`config.mk`:
```
export PLATFORM = sky130hd
export DESIGN_NAME = comp_phase_out
export DESIGN_NICKNAME = d
export VERILOG_FILES = /design/src/rtl/comp_phase_out.sv
export SDC_FILE = /design/constraint.sdc
export NUM_CORES = 1
export LEC_CHECK = 0
export ABC_CLOCK_PERIOD_IN_PS = 900
export BUFFER_PORTS_ARGS = -buffer_cell sky130_fd_sc_hd__buf_2
export CAP_MARGIN = 5
export CORE_ASPECT_RATIO = 0.6
export CORE_MARGIN = 2
export CORE_UTILIZATION = 35
export CTS_CLUSTER_DIAMETER = 150
export CTS_CLUSTER_SIZE = 40
export DETAILED_ROUTE_END_ITERATION = 8
export PLACE_DENSITY_LB_ADDON = 0.15
export SYNTH_ARGS = -nofsm -noshare
export SYNTH_HDL_FRONTEND = slang
export SYNTH_SLANG_ARGS = --single-unit
export TNS_END_PERCENT = 20
```
`constraint.sdc`:
```
create_clock -name clk -period 0.9 [get_ports clk]
set_input_delay 0.09 -clock clk [delete_from_list [all_inputs] [get_ports clk]]
set_output_delay 0.09 -clock clk [all_outputs]
set_load 0.01 [all_outputs]
```
`src/rtl/comp_phase_out.sv`:
```
module comp_phase_out #(
  parameter int W = 16
) (
  input  logic         clk,
  input  logic         rst_n,
  input  logic [W-1:0] cnt_a,
  input  logic [W-1:0] cnt_b,
  input  logic         a_down,
  input  logic         b_down,
  input  logic [W-1:0] cmp_val,
  input  logic [W-1:0] upper_lim,
  input  logic         pol_pos,
  input  logic         pol_neg,
  input  logic         oe_pos,
  input  logic         oe_neg,
  output logic         pos_out,
  output logic         neg_out
);

  logic pos_act, neg_act;
  logic zero_sat, top_sat, live, a_hit, b_hit;

  assign zero_sat = (cmp_val == '0);
  assign top_sat  = !zero_sat && (cmp_val >= upper_lim);
  assign live     = !zero_sat && !top_sat;
  assign a_hit    = live && (cnt_a == cmp_val);
  assign b_hit    = live && (cnt_b == cmp_val);

  always_ff @(posedge clk or negedge rst_n) begin
    if (!rst_n) begin
      pos_act <= 1'b0;
      neg_act <= 1'b0;
    end else if (zero_sat) begin
      pos_act <= 1'b1;
      neg_act <= 1'b0;
    end else if (top_sat) begin
      pos_act <= 1'b0;
      neg_act <= 1'b1;
    end else begin
      if (a_hit) neg_act <= a_down;
      if (b_hit) pos_act <= !b_down;
    end
  end

  assign pos_out = (oe_pos && pos_act) ? pol_pos : !pol_pos;
  assign neg_out = (oe_neg && neg_act) ? pol_neg : !pol_neg;

  p_a_up_r1: assert property (@(posedge clk) disable iff (!rst_n)
    (cmp_val != '0 && cmp_val < upper_lim && cnt_a == cmp_val && !a_down) |=> !neg_act);
  p_b_up_r2: assert property (@(posedge clk) disable iff (!rst_n)
    (cmp_val != '0 && cmp_val < upper_lim && cnt_b == cmp_val && !b_down) |=> pos_act);
  p_a_dn_r3: assert property (@(posedge clk) disable iff (!rst_n)
    (cmp_val != '0 && cmp_val < upper_lim && cnt_a == cmp_val && a_down) |=> neg_act);
  p_b_dn_r4: assert property (@(posedge clk) disable iff (!rst_n)
    (cmp_val != '0 && cmp_val < upper_lim && cnt_b == cmp_val && b_down) |=> !pos_act);
  p_zero_hold_r5: assert property (@(posedge clk) disable iff (!rst_n)
    (cmp_val == '0) |=> (pos_act && !neg_act));
  p_top_hold_r6: assert property (@(posedge clk) disable iff (!rst_n)
    (cmp_val != '0 && cmp_val >= upper_lim) |=> (!pos_act && neg_act));
  p_hold_a_r7: assert property (@(posedge clk) disable iff (!rst_n)
    (cmp_val != '0 && cmp_val < upper_lim && cnt_a != cmp_val) |=> $stable(neg_act));
  p_hold_b_r7: assert property (@(posedge clk) disable iff (!rst_n)
    (cmp_val != '0 && cmp_val < upper_lim && cnt_b != cmp_val) |=> $stable(pos_act));

  always_comb begin
    if (rst_n && !oe_pos) p_gate_pos_r9: assert (pos_out == !pol_pos);
    if (rst_n && !oe_neg) p_gate_neg_r9: assert (neg_out == !pol_neg);
  end

endmodule

```
==> results.sh <==
export IMPL_status="complete, but fails checks"
export IMPL_violations="setup timing"
export IMPL_fin_nets=301
export IMPL_setup_worst_path_start_class="primary input"
export IMPL_n_fill_cell=188
export IMPL_drt_wirelength_per_cell_um=13.8
export IMPL_hold_class="in2async"
export IMPL_slew_headroom_pct=79.7
export IMPL_fin_skew_ns=0
export IMPL_grt_max_degree=5
export IMPL_drc=0
export IMPL_post_route_period_util_pct=152
export IMPL_die_h_um=43.2
export IMPL_p_seq_share_pct=7.4
export IMPL_grt_pass1_vias=1213
export IMPL_switching_power_uw=396
export IMPL_vias=1186
export IMPL_crit_family="compound AO/OA/AOI/OAI gates"
export IMPL_power_internal_uw=824
export IMPL_antenna_found_initial=0
export IMPL_io_buffers=73
export IMPL_post_synth_top_area_cell="xnor2_1"
export IMPL_grt_overflow=0
export IMPL_die_area_sq_um=3000
export IMPL_p_per_area_nw_per_um2=682
export IMPL_drive_gt1_share_pct=60.2
export IMPL_synth_seq_cells=2
export IMPL_firstDrtPassIters=4
export IMPL_syn_area_sq_um=897
export IMPL_worstSetupEndpointType="flip-flop"
export IMPL_path_buf_inv=1
export IMPL_yosysWarningCount=0
export IMPL_layout_commonest_cell="buf_2"
export IMPL_worst_slew_pin_slew_ns=0.303
export IMPL_via_per_inst=4.88
export IMPL_power_leakage_nw=0.886
export IMPL_dpl_hpwl_mm=2.71
export IMPL_synth_seq_area_share_pct=5.58
export IMPL_core_area_sq_um=2470
export IMPL_drt_total_wl_mm=3.36
export IMPL_power_share_combinational_pct=63.7
export IMPL_critPathKind="in2reg"
export IMPL_initial_utilization_pct=36.3
export IMPL_worstPathMaxFanout=4
export IMPL_cts_root_buf="clkbuf_8"
export IMPL_clk_latency_ns=0.21
export IMPL_htreeDepth=1
export IMPL_cts_buffers=3
export IMPL_critPathArrivalTime_ns=1.45
export IMPL_ir_drop_v=0.000482
export IMPL_cts_sinks=2
export IMPL_cts_tree="built"
export IMPL_required_ns=0.99
export IMPL_setup_slack_ns=-0.467
export IMPL_ys_types=23
export IMPL_avgSynthCellArea_sq_um=7.94
export IMPL_rows=14
export IMPL_cts_buffer_depth=2
export IMPL_synthTopCellsByArea="xnor2_1, ha_1, nand4_1"
export IMPL_swShare_pct=32.5
export IMPL_setup_viol=4
export IMPL_final_util_pct=72.4
export IMPL_post_cts_buffers=0
export IMPL_whs_ns=0.202
export IMPL_track_usage_pct=23.3
export IMPL_drv_slew=0
export IMPL_grt_pass1_wl_mm=5.44
export IMPL_synth_cells=113
export IMPL_worstPathCellList="buf_2, ha_1, nor2b_1, a311oi_1, o211ai_1, o31a_1"
export IMPL_hold_viol_final=0
export IMPL_finalWeightedCongestion=0.834
export IMPL_syn_num_nets=201
export IMPL_die_w_um=69.4
export IMPL_cp_slowest_cell="o31a_1"
export IMPL_max_stage_delay_ns=0.32
export IMPL_area_growth_pct=99.4
export IMPL_rsz0062_at_grt="true"
export IMPL_timing_final_crit_period_ns=1.37
export IMPL_clkPwrFrac_pct=28.9
export IMPL_diodes=0
export IMPL_drt_initial_drc_count=50
export IMPL_num_io_pins=74
export IMPL_synth_top_area_share_pct=31.2
export IMPL_final_cell_mix="buf_2, buf_4, xnor2_1"
export IMPL_max_cap_viol_count=0
export IMPL_ant_nets=0
export IMPL_fmax_mhz=732
export IMPL_clk_pin_slew_ns=0.03
==> registers in the layout, indices dropped and copies added, names as in the netlist <==
name	cells
neg_act	1
pos_act	1
==> final timing paths <==
kind	from	end	slack, ns	depth (start not counted)
min	rst_n	pos_act	0.20	2
max in group asynchronous	rst_n	neg_act	0.59	2
max	cmp_val[3]	neg_act	-0.47	6
max reg2reg	neg_act	neg_act	-0.14	2
min reg2reg	neg_act	neg_act	0.65	2
min in group clk	b_down	pos_act	0.21	3
==> synthesized netlist by cell type <==
cell,n
xnor2_1,32
o31a_1,1
nand4_1,11
inv_1,17
nor2_1,2
nor2b_1,1
nor4_1,5
xor2_1,2
a31oi_1,1
a311oi_1,1
mux2_1,1
o211ai_1,1
o21ai_0,1
a21o_1,4
a21oi_1,5
ha_1,16
and2_2,1
and4_1,1
nand3_1,1
nand2_1,5
nor4_2,1
o41ai_2,1
dfrtp_1,2
==> power by group through the flow <==
stage	logic [mW]	clock network, mW	registers [mW]
finish	0.778	0.352	0.0907
detailed placement	0.633	0	0.0916
global placement	0.616	0	0.0916
global route	0.849	0.361	0.0907
CTS	0.710	0.358	0.0907
floorplan	0.283	0	0.0916
==> metrics by stage <==
| stage | cells | TNS, ns | worst slack [ns] | total power, mW | instance area (sq um) |
|---|---|---|---|---|---|
| after floorplan | 113 | -0.862 | -0.436 | 0.375 | 920 |
| after global placement | 239 | -1.38 | -0.703 | 0.708 | 1480 |
| after detailed placement | 239 | -1.44 | -0.732 | 0.724 | 1480 |
| after CTS | 243 | -1.13 | -0.404 | 1.16 | 1690 |
| after global routing | 243 | -1.45 | -0.532 | 1.30 | 1790 |
| final | 243 | -1.21 | -0.467 | 1.22 | 1790 |
==> timing repair <==
action / in CTS / in global routing
gates cloned: 0 / 0
resized for setup: 27 / 17
pin swaps: 18 / 10
endpoints found under the setup margin: 4 / 4
hold endpoints to repair: 2 / 0
hold buffers: 1 / 0
==> metal layers <==
layer  vias up  GRT usage [%]  part of all wire [%]
met2        43           39.0                    47
li1        599              -                     -
met3         0           4.28                   5.4
met4         0           7.84                     0
met5         -              0                     0
met1       544           30.4                    47
==> kinds of logic after synthesis <==
| kind of cell | Yosys count | synth area share (%) |
|---|---|---|
| DFF | 2 | 5.58 |
| AOI/OAI and AO/OA | 15 | 12.0 |
| adders and majority gates | 16 | 22.3 |
| xor gates and xnor gates | 34 | 33.2 |
| buffers and inverters | 17 | 7.11 |
| and+or+nand+nor | 28 | 18.6 |
| muxes | 1 | 1.26 |
==> cell type report <==
type                       instances  area [sq um]  area share [%]
multi-input combinational         94           992            55.5
timing repair buffer              95           599            33.5
inverter                          17          66.3            3.71
sequential                         2          50.0            2.80
clock buffer                       3          41.3            2.31
tap                               32          40.0            2.24
(Power assumes the default switching activity.)
